===== config.mk =====
export PLATFORM = sky130hd
export DESIGN_NAME = i2c_pkt_decoder
export DESIGN_NICKNAME = d
export VERILOG_FILES = /design/src/rtl/i2c_pkt_decoder.sv
export SDC_FILE = /design/constraint.sdc
export NUM_CORES = 1
export LEC_CHECK = 0
export BUFFER_PORTS_ARGS = -buffer_cell sky130_fd_sc_hd__buf_2
export CORE_ASPECT_RATIO = 1.1
export CORE_MARGIN = 2
export CORE_UTILIZATION = 58
export CTS_CLUSTER_DIAMETER = 40
export DETAILED_ROUTE_END_ITERATION = 8
export GPL_TIMING_DRIVEN = 0
export HOLD_SLACK_MARGIN = 0.12
export PLACE_DENSITY_LB_ADDON = 0.25
export SLEW_MARGIN = 5
export SYNTH_ARGS = -nofsm -noshare
export SYNTH_HDL_FRONTEND = slang
export SYNTH_SLANG_ARGS = --single-unit
export TNS_END_PERCENT = 10

===== constraint.sdc =====
create_clock -name clk -period 3.2 [get_ports clk]
set_clock_uncertainty 0.1 [all_clocks]
set_input_delay 0.32 -clock clk [delete_from_list [all_inputs] [get_ports clk]]
set_output_delay 0.32 -clock clk [all_outputs]
set_load 0.005 [all_outputs]

===== src/rtl/i2c_pkt_decoder.sv =====
module i2c_pkt_decoder #(
  parameter int LEN_W = 12
) (
  input  logic        clk,
  input  logic        rst_n,
  input  logic        tx_valid,
  input  logic [31:0] tx_data,
  output logic        tx_pop,
  input  logic        rx_ready,
  output logic        rx_push,
  output logic [31:0] rx_data,
  output logic        cmd_valid,
  input  logic        cmd_ready,
  output logic [2:0]  cmd_op,
  output logic [7:0]  cmd_byte,
  input  logic        rsp_valid,
  input  logic        rsp_nack,
  input  logic        rsp_arb_lost,
  input  logic [7:0]  rsp_data,
  output logic        hs_mode,
  output logic        evt_done,
  output logic        evt_irq,
  output logic        evt_nack,
  output logic        evt_arb,
  output logic [11:0] evt_id
);
  localparam int CNT_W  = LEN_W + 1;
  localparam int WCNT_W = LEN_W - 1;

  localparam logic [2:0] OP_START  = 3'd0;
  localparam logic [2:0] OP_RSTART = 3'd1;
  localparam logic [2:0] OP_STOP   = 3'd2;
  localparam logic [2:0] OP_WRITE  = 3'd3;
  localparam logic [2:0] OP_RDACK  = 3'd4;
  localparam logic [2:0] OP_RDNAK  = 3'd5;

  typedef enum logic [3:0] {
    S_IDLE, S_H1, S_H2, S_START, S_SBYTE, S_SRST, S_ADR1, S_ADR2,
    S_FETCH, S_DATA, S_PUSH, S_END, S_STOP, S_DRAIN
  } state_t;

  state_t            st;
  logic              waiting, held, failed;
  logic [11:0]       id;
  logic [LEN_W-1:0]  len;
  logic [CNT_W-1:0]  cnt;
  logic [WCNT_W-1:0] wpop;
  logic [9:0]        addr;
  logic              rd, ten, cont, sbyte, rep, ie, hs;
  logic [31:0]       word;
  logic [1:0]        bidx;

  logic issuing, rsp_ok, nack_err, last_byte, need_drain, active;
  logic [WCNT_W-1:0] total_words;

  assign issuing     = st inside {S_START, S_SBYTE, S_SRST, S_ADR1, S_ADR2, S_DATA, S_STOP};
  assign cmd_valid   = issuing && !waiting;
  assign rsp_ok      = waiting && rsp_valid;
  assign nack_err    = rsp_nack && !cont;
  assign last_byte   = (cnt == {1'b0, len});
  assign total_words = WCNT_W'(len[LEN_W-1:2]) + WCNT_W'(1);
  assign need_drain  = !rd && (wpop != total_words);
  assign active      = !(st inside {S_IDLE, S_H1, S_H2});
  assign hs_mode     = hs && active;
  assign tx_pop      = tx_valid && (st inside {S_IDLE, S_H1, S_H2, S_FETCH} ||
                                    (st == S_DRAIN && need_drain));
  assign rx_push     = (st == S_PUSH) && rx_ready;
  assign rx_data     = word;
  assign evt_id      = id;

  always_comb begin
    cmd_op   = OP_START;
    cmd_byte = 8'h00;
    case (st)
      S_START: cmd_op = held ? OP_RSTART : OP_START;
      S_SBYTE: begin cmd_op = OP_WRITE; cmd_byte = 8'h01; end
      S_SRST:  cmd_op = OP_RSTART;
      S_ADR1: begin
        cmd_op   = OP_WRITE;
        cmd_byte = ten ? {5'b11110, addr[9:8], rd} : {addr[6:0], rd};
      end
      S_ADR2:  begin cmd_op = OP_WRITE; cmd_byte = addr[7:0]; end
      S_DATA: begin
        if (rd) cmd_op = last_byte ? OP_RDNAK : OP_RDACK;
        else begin
          cmd_op   = OP_WRITE;
          cmd_byte = word[{bidx, 3'b000} +: 8];
        end
      end
      S_STOP:  cmd_op = OP_STOP;
      default: ;
    endcase
  end

  always_ff @(posedge clk) begin
    if (!rst_n) begin
      st <= S_IDLE; waiting <= 1'b0; held <= 1'b0; failed <= 1'b0;
      id <= '0; len <= '0; cnt <= '0; wpop <= '0; addr <= '0;
      {rd, ten, cont, sbyte, rep, ie, hs} <= '0;
      word <= '0; bidx <= '0;
      {evt_done, evt_irq, evt_nack, evt_arb} <= '0;
    end else begin
      {evt_done, evt_irq, evt_nack, evt_arb} <= '0;
      if (cmd_valid && cmd_ready) waiting <= 1'b1;
      if (rsp_ok) waiting <= 1'b0;
      if (rsp_ok && rsp_arb_lost) begin
        evt_arb <= 1'b1;
        held    <= 1'b0;
        failed  <= 1'b1;
        st      <= S_DRAIN;
      end else begin
        case (st)
          S_IDLE: if (tx_valid) begin id <= tx_data[27:16]; st <= S_H1; end
          S_H1:   if (tx_valid) begin len <= tx_data[LEN_W-1:0]; st <= S_H2; end
          S_H2: if (tx_valid) begin
            addr  <= tx_data[10:1];
            rep   <= tx_data[16];
            ie    <= tx_data[17];
            ten   <= tx_data[18];
            rd    <= tx_data[19];
            sbyte <= tx_data[20];
            cont  <= tx_data[21];
            hs    <= tx_data[22];
            cnt <= '0; wpop <= '0; bidx <= '0; word <= '0; failed <= 1'b0;
            st <= S_START;
          end
          S_START: if (rsp_ok) begin
            held <= 1'b0;
            st   <= sbyte ? S_SBYTE : S_ADR1;
          end
          S_SBYTE: if (rsp_ok) st <= S_SRST;
          S_SRST:  if (rsp_ok) st <= S_ADR1;
          S_ADR1: if (rsp_ok) begin
            if (nack_err) begin evt_nack <= 1'b1; failed <= 1'b1; st <= S_STOP; end
            else st <= ten ? S_ADR2 : (rd ? S_DATA : S_FETCH);
          end
          S_ADR2: if (rsp_ok) begin
            if (nack_err) begin evt_nack <= 1'b1; failed <= 1'b1; st <= S_STOP; end
            else st <= rd ? S_DATA : S_FETCH;
          end
          S_FETCH: if (tx_valid) begin
            word <= tx_data;
            wpop <= wpop + WCNT_W'(1);
            bidx <= '0;
            st   <= S_DATA;
          end
          S_DATA: if (rsp_ok) begin
            if (rd) begin
              word[{bidx, 3'b000} +: 8] <= rsp_data;
              cnt  <= cnt + CNT_W'(1);
              bidx <= bidx + 2'd1;
              if (last_byte || bidx == 2'd3) st <= S_PUSH;
            end else if (nack_err) begin
              evt_nack <= 1'b1; failed <= 1'b1; st <= S_STOP;
            end else begin
              cnt  <= cnt + CNT_W'(1);
              bidx <= bidx + 2'd1;
              if (last_byte) st <= S_END;
              else if (bidx == 2'd3) st <= S_FETCH;
            end
          end
          S_PUSH: if (rx_ready) begin
            word <= '0;
            bidx <= '0;
            st   <= (cnt == {1'b0, len} + CNT_W'(1)) ? S_END : S_DATA;
          end
          S_END: begin
            if (rep) begin
              held <= 1'b1; evt_done <= 1'b1; evt_irq <= ie; st <= S_IDLE;
            end else st <= S_STOP;
          end
          S_STOP: if (rsp_ok) begin
            held <= 1'b0;
            if (failed) st <= S_DRAIN;
            else begin evt_done <= 1'b1; evt_irq <= ie; st <= S_IDLE; end
          end
          S_DRAIN: begin
            if (tx_pop) wpop <= wpop + WCNT_W'(1);
            if (!need_drain) st <= S_IDLE;
          end
          default: st <= S_IDLE;
        endcase
      end
    end
  end

  a_r2_cmd_hold: assert property (@(posedge clk) disable iff (!rst_n)
    cmd_valid && !cmd_ready |=> cmd_valid && $stable(cmd_op) && $stable(cmd_byte));
  a_r2_one_outstanding: assert property (@(posedge clk) disable iff (!rst_n)
    cmd_valid && cmd_ready |=> !cmd_valid);
  a_r11_evt_exclusive: assert property (@(posedge clk) disable iff (!rst_n)
    $onehot0({evt_done, evt_nack, evt_arb}));
  a_r11_irq_needs_done: assert property (@(posedge clk) disable iff (!rst_n)
    evt_irq |-> evt_done);
  a_r6_push_spacing: assert property (@(posedge clk) disable iff (!rst_n)
    rx_push |=> !rx_push);
  a_r10_silent_after_arb: assert property (@(posedge clk) disable iff (!rst_n)
    rsp_valid && rsp_arb_lost |=> !cmd_valid);
endmodule


==> results of run 1 <==
[per-stage QoR]
step	utilization	setup WS, ps
after floorplan	-	584
after global placement	0.659	217
after detailed placement	0.659	83.0
after CTS	0.692	32.9
after global routing	0.693	-7.61
final	0.693	103
[flip-flops by register name, indices dropped and copies added, names as in the netlist]
signal    flops
rx_data      32
cnt          13
evt_id       12
len          12
wpop         11
addr         10
st            4
bidx          2
cont          1
evt_arb       1
evt_done      1
evt_irq       1
evt_nack      1
failed        1
held          1
hs            1
ie            1
rd            1
rep           1
sbyte         1
ten           1
waiting       1
[final cells by class]
| class | instances | area, um2 | share of cell area |
|---|---|---|---|
| buffer | 68 | 290 | 0.0363 |
| clock buffer | 9 | 225 | 0.0282 |
| clock inverter | 7 | 104 | 0.0130 |
| inverter | 12 | 45.0 | 0.00563 |
| multi-input combinational | 668 | 4360 | 0.546 |
| sequential | 110 | 2210 | 0.276 |
| tap | 150 | 188 | 0.0235 |
| timing repair buffer | 113 | 576 | 0.0720 |
[power by group]
part           leakage [nW]  internal (W)  switching (W)
Sequential            0.894       0.00164       0.000264
Combinational          2.36      0.000891        0.00128
Clock                 0.154      0.000696       0.000559
Total                  3.41       0.00323        0.00210
[per-layer routing]
metal  GRT usage  part of all wire
met5           0                 0
met4       0.164             0.044
met3      0.0601             0.089
met2       0.562              0.47
met1       0.418              0.39
[cells in the final DEF, fill, tap and decap left out, types with 6 or more instances in the layout]
master     netlist  routed
a221o_1         13      13
nand4_1         10      10
o21a_1           7       7
or3_1           12      12
ha_1            10       9
a21boi_0        42      42
and2_1           6       6
a21oi_1         52      52
o21ai_0         16      15
dfxtp_1        110     108
nor2b_1         38      38
o211a_1         33      33
nor3_1          10      10
and3_1          10      10
nand3_1         43      43
mux4_2           8       8
nor2_1          54      54
xnor2_1         11      11
inv_1           12      12
buf_2           10     119
clkbuf_16        0       9
clkbuf_1        50      50
xor2_1          25      25
nand2_1        141     141
o211ai_1        35      35
[cells by family (layout without fill, tap and decap cells)]
logic type                 after synthesis  after routing  share of synthesized area
muxes                                   15             15                     0.0369
adders and majority gates               11             11                     0.0197
xor gates and xnor gates                36             36                     0.0459
AOI/OAI and AO/OA                      242            242                      0.263
buffers and inverters                   80            209                     0.0488
DFF                                    110            110                      0.320
and+or+nand+nor                        364            364                      0.265
[tightest hold or removal path: cells and delay by family]
| family | cells | cell delay, ps |
|---|---|---|
| and+or+nand+nor | 1 | 50 |
| buffers and inverters | 1 | 100 |
| AOI/OAI and AO/OA | 1 | 70 |
[path summary, 6_finish.rpt]
kind                                          endpoint                 start  depth (start not counted)
worst max-delay path                            tx_pop   len[7]$_SDFFE_PN0P_                          8
worst min-delay path            evt_id[7]$_SDFFE_PN0P_           tx_data[23]                          3
worst max register to register      st[0]$_SDFFE_PN0P_  len[10]$_SDFFE_PN0P_                          7
worst min register to register      evt_irq$_SDFF_PP0_       ie$_SDFFE_PN0P_                          2
[what timing repair did]
| action | CTS | global route |
|---|---|---|
| hold endpoints to repair | 0 | 0 |
| resized for setup | 5 | 3 |
| setup buffers | 4 | 0 |
| setup endpoints to repair | 1 | 9 |
| pin swaps | 3 | 1 |
==> impl_results.md, run 1 <==
- Via density: 6.30
- Vias in the first global route: 6899
- First-pass iteration count of the detailed router: 6
- HP Class: input port to flip-flop
- Asr flop ratio synth: 0
- Core box area: 11500 um2
- Startpoint types: flip-flop
- Non-filler instance count after layout: 1137
- H-Tree Depth: 3
- Post-Syn Instances: 858
- Layout net count: between 1000 and 1500
- Synthesis-to-layout area growth: 16.3%
- Status: finished clean
- Syn nets: 916
- Worst-margin pin slew: 1100 ps
- Clock Sinks: 110
- Worst Path Required: 2780 ps
- Worst Path Buf+Inv: 1
- Die Y: 118 um
- Synthesized area per cell: 8.01 um2
- Final Setup Violations: 0
- Die Span X: between 100 and 150 um
- GR Util All Layers: 0.338
- CP endpoint kind: output pin
- Detailed-route wire length: roughly 21000 um
- Max Cap Viol: 0
- Wire per inst: 18.7 um
- DRC viols: 0
- CP arrival: 2680 ps
- Clk root buf: clkbuf_16
- Hpwl dp: between 15000 and 20000 um
- Post-route cell area: 8000 um2
- Final worst-path cycle share: 0.968
- Initial DRC count: 701
- CTS Buf Count: 9
- CTS tree: done
- R2R setup slack: between 100 and 150 ps
- Synth top cells by count: nand2_1 (141), dfxtp_1 (110), nor2_1 (54)
- Filler cells: 1013
- Seq cells post-synth: 110
- CTS max path bufs: 2
- Initial Util: 0.596
- Top-area cell type share of the netlist area: 0.320
- GPL Wtd Cong: about 1
- Cells after DPL: 1117
- Power Total: 0.00533 W
- First-pass GRT wire length: 34500 um
- Clk_lat worst skew: roughly 370 ps
- Cells along the critical path: and4_4, nand2_4, o311a_1, or3_4, a41o_4, nor3_4, o21a_1, buf_2
- Routed Antenna Nets: 0
- Clk slew on worst S/H paths: around 80 ps
- Slowest stage delay, CP: roughly 520 ps
- Vias post-DR: 7161
- Unrepaired setup endpoints after global routing: yes
- Critical path fanouts, max: 5
- Seq/Total Area, Yosys: 0.320
- Max Clock Freq: 323 MHz
- Netlist cell types: 75
- CP top delay family: simple AND/OR/NAND/NOR gates
- Fin crit period: 3100 ps
- Initial antenna violation count: 0
- Slowest CP cell: dfxtp_1
- Power per cell area: between 600 and 700 nW/um2
- Leakage: 3.41 nW
- Count leader, synth: nand2_1
- I/O pins: 111
- CTS Hold Bufs: 0
- Share of cells above drive strength 1: 0.175
- Placed cell area: 7610 um2
- Largest net degree at the start of global routing: 20
- Port bufs: 109
- Fin Setup TNS: 0 ps
- Grt ovf: 0
- Number of failing hold endpoints at the final stage: 0
- Critical path type: flip-flop to output pin
- Ant. Diodes: 0
- Max-slew violation count: 0
- Mapped cell area: 6880 um2
- Full die area: 12700 um2
- Cell taking the most area after synthesis: dfxtp_1
- FP Rows: 41
- Synth area leaders: dfxtp_1 (32%), nand2_1 (7.7%), o211a_1 (4.8%)
- Post-synth EDFFs: 0
- Slew margin rel.: 0.260
- Worst IR Drop VDD: 0.000452 V
- Warnings, synthesis: 0
- Top FF cell, synth: dfxtp_1
- Fin Hold WS: 120 ps
No activity file was read; power rests on OpenSTA's default activity.
==> run 2: changes to the inputs <==
--- a/config.mk
+++ b/config.mk
@@ -5,15 +5,17 @@
 export SDC_FILE = /design/constraint.sdc
 export NUM_CORES = 1
 export LEC_CHECK = 0
+export ABC_AREA = 1
 export BUFFER_PORTS_ARGS = -buffer_cell sky130_fd_sc_hd__buf_2
-export CORE_ASPECT_RATIO = 1.1
+export CORE_ASPECT_RATIO = 1.4
 export CORE_MARGIN = 2
-export CORE_UTILIZATION = 58
+export CORE_UTILIZATION = 57
 export CTS_CLUSTER_DIAMETER = 40
 export DETAILED_ROUTE_END_ITERATION = 8
 export GPL_TIMING_DRIVEN = 0
 export HOLD_SLACK_MARGIN = 0.12
 export PLACE_DENSITY_LB_ADDON = 0.25
+export SETUP_SLACK_MARGIN = 0.02
 export SLEW_MARGIN = 5
 export SYNTH_ARGS = -nofsm -noshare
 export SYNTH_HDL_FRONTEND = slang
==> impl_results.md, run 2 <==
- Worst IR Drop VDD: 0.000460 V
- Seq/Total Area, Yosys: 0.336
- Syn nets: between 1000 and 1500
- Share of cells above drive strength 1: 0.163
- Die Span X: between 90 and 100 um
- Leakage: 3.26 nW
- Most frequent cells in the layout: o21ai_0 (122), nand2_1 (120), inv_1 (118), buf_2 (118), dfxtp_1 (110)
- Sequential Power Share: 0.348
- Initial DRC count: 594
- Worst-margin pin slew: 575 ps
- Critical path fanouts, max: 10
- Synth area leaders: dfxtp_1 (34%), o21ai_0 (9.3%), a21oi_1 (7.9%)
- HP Class: input port to flip-flop
- Clk pwr share: 0.214
- Full die area: 12400 um2
- Count leader, synth: o21ai_0
- Slew margin rel.: 0.612
- Power per cell area: 725 nW/um2
- Initial antenna violation count: 0
- Status: finished clean
- Int Pwr: a little over 0.003 W
- Worst Path Buf+Inv: 3
- Clk_lat worst skew: 360 ps
- Vias post-DR: just over 7000
- H-Tree Depth: 3
- Seq cells post-synth: 110
- Fin crit period: 3080 ps
- CP top delay family: simple AND/OR/NAND/NOR gates
- Post-Syn Instances: 975
- Core box area: 11300 um2
- Grt ovf: 0
- Max Clock Freq: 324 MHz
- Max Cap Viol: 0
- Clk slew on worst S/H paths: 80 ps
- Via density: 5.79
- Post-synth EDFFs: 0
- Netlist cell types: around 50
- Switching share of power: 0.445
- I/O pins: 111
- Detailed-route wire length: 21600 um
- Filler cells: 1127
- Fin Setup TNS: 0 ps
- GPL Wtd Cong: 1.00
- Vias in the first global route: 6869
- Die Y: between 100 and 150 um
- Cell taking the most area after synthesis: dfxtp_1
- First-pass iteration count of the detailed router: 5
- Wire per inst: 17.3 um
- Non-filler instance count after layout: 1247
- Ant. Diodes: 0
- DRC viols: 0
- Number of failing hold endpoints at the final stage: 0
- Port bufs: 110
- CTS tree: done
- Synthesis-to-layout area growth: 16.2%
- Clk root buf: clkbuf_16
- Asr flop ratio synth: 0
- Largest net degree at the start of global routing: 23
- Max-slew violation count: 0
- Comb power frac: 0.438
- Initial Util: 0.581
- Slowest CP cell: o311ai_0
- Cells after DPL: roughly 1200
- Psw: 0.00246 W
- Warnings, synthesis: 0
- GR Util All Layers: 0.351
- Synthesized area per cell: approximately 6.7 um2
- Slowest stage delay, CP: 560 ps
- FP Rows: 46
- Cells along the critical path: nand2_2, nor2_8, inv_1, nor2_2, inv_1, o311ai_0, buf_2
- CTS Buf Count: 9
- Top FF cell, synth: dfxtp_1
- Top-area cell type share of the netlist area: 0.336
- Routed Antenna Nets: 0
- Mapped cell area: 6550 um2
- Most frequent CP cell: inv_1
- Layout Utilization: 0.675
- Hpwl dp: 16800 um
- Final worst-path cycle share: 0.963
- Commonest non-fill, non-tap cell in the layout: o21ai_0
- Fin Hold WS: 129 ps
- Unrepaired setup endpoints after global routing: yes
- CP endpoint kind: output pin
- Final Setup Violations: 0
- First-pass GRT wire length: 33700 um
- Startpoint types: flip-flop
- Critical path type: flip-flop to output pin
- Clock Sinks: 110
- CP arrival: roughly 2700 ps
- Synth top cells by count: o21ai_0 (122), nand2_1 (120), inv_1 (118)
- Worst Path Required: 2780 ps
- Max reg flops: 32
- Layout net count: 1156
- CTS max path bufs: 2
[run 2: cell type report]
class | count | area, um2 | area share
multi-input cells | 699 | 3710 | 0.487
flip-flops and latches | 110 | 2200 | 0.289
repair buffers | 112 | 568 | 0.0746
inverters | 123 | 462 | 0.0607
clock buffers | 9 | 225 | 0.0296
plain buffers | 43 | 188 | 0.0247
well taps | 144 | 180 | 0.0237
clock inverters | 7 | 78.8 | 0.0104
[run 2: stage by stage]
step,instance area (um2),total power (W),setup WS [ps]
5_1_grt,7610,0.00590,5.34
3_5_place_dp,7280,0.00429,198
3_3_place_gp,7280,0.00424,216
2_1_floorplan,6550,0.00353,805
4_1_cts,7590,0.00545,135
6_report,7610,0.00552,118
[run 2: worst paths after layout]
kind / cells after the start / start / slack [ps] / endpoint
max: 7 / st[0]$_SDFFE_PN0P_ / 120 / cmd_byte[7]
min: 3 / tx_data[16] / 130 / rep$_SDFFE_PN0P_
min reg2reg: 1 / ie$_SDFFE_PN0P_ / 370 / evt_irq$_SDFF_PP0_
max reg2reg: 11 / bidx[0]$_SDFFE_PN0P_ / 230 / rx_data[19]$_SDFFE_PN0P_
[run 2: logic make-up after synthesis]
kind of cell,synth area share
AO/OA/AOI/OAI,0.258
XOR/XNOR,0.0428
adder cells (fa/ha/maj),0.0191
buffers and inverters,0.0989
flip-flops,0.336
AND/OR/NAND/NOR,0.246
[run 2: worst min-delay path: cells and delay by family]
kind / cells / cell delay, ps
buffers and inverters: 2 / 170
AO/OA/AOI/OAI: 1 / 50
[run 2: power groups by stage]
stage / logic (W) / clock network (W) / registers, W
2_1_floorplan: 0.00164 / 0 / 0.00189
3_3_place_gp: 0.00230 / 0 / 0.00194
3_5_place_dp: 0.00235 / 0 / 0.00194
4_1_cts: 0.00237 / 0.00117 / 0.00191
5_1_grt: 0.00272 / 0.00123 / 0.00195
6_report: 0.00242 / 0.00118 / 0.00192
[run 2: routing by layer]
| layer | track usage | up-vias | share of wire |
|---|---|---|---|
| li1 | - | 3542 | - |
| met3 | 0.0550 | 99 | 0.053 |
| met2 | 0.635 | 310 | 0.51 |
| met4 | 0.201 | 0 | 0.059 |
| met1 | 0.387 | 3271 | 0.38 |
| met5 | 0 | - | 0 |
[run 2: timing repair]
item	in CTS	in global routing
endpoints found under the setup margin	0	30
endpoints found under the hold margin	0	1
resized for setup	0	3
buffers inserted	0	1
hold buffers	0	1
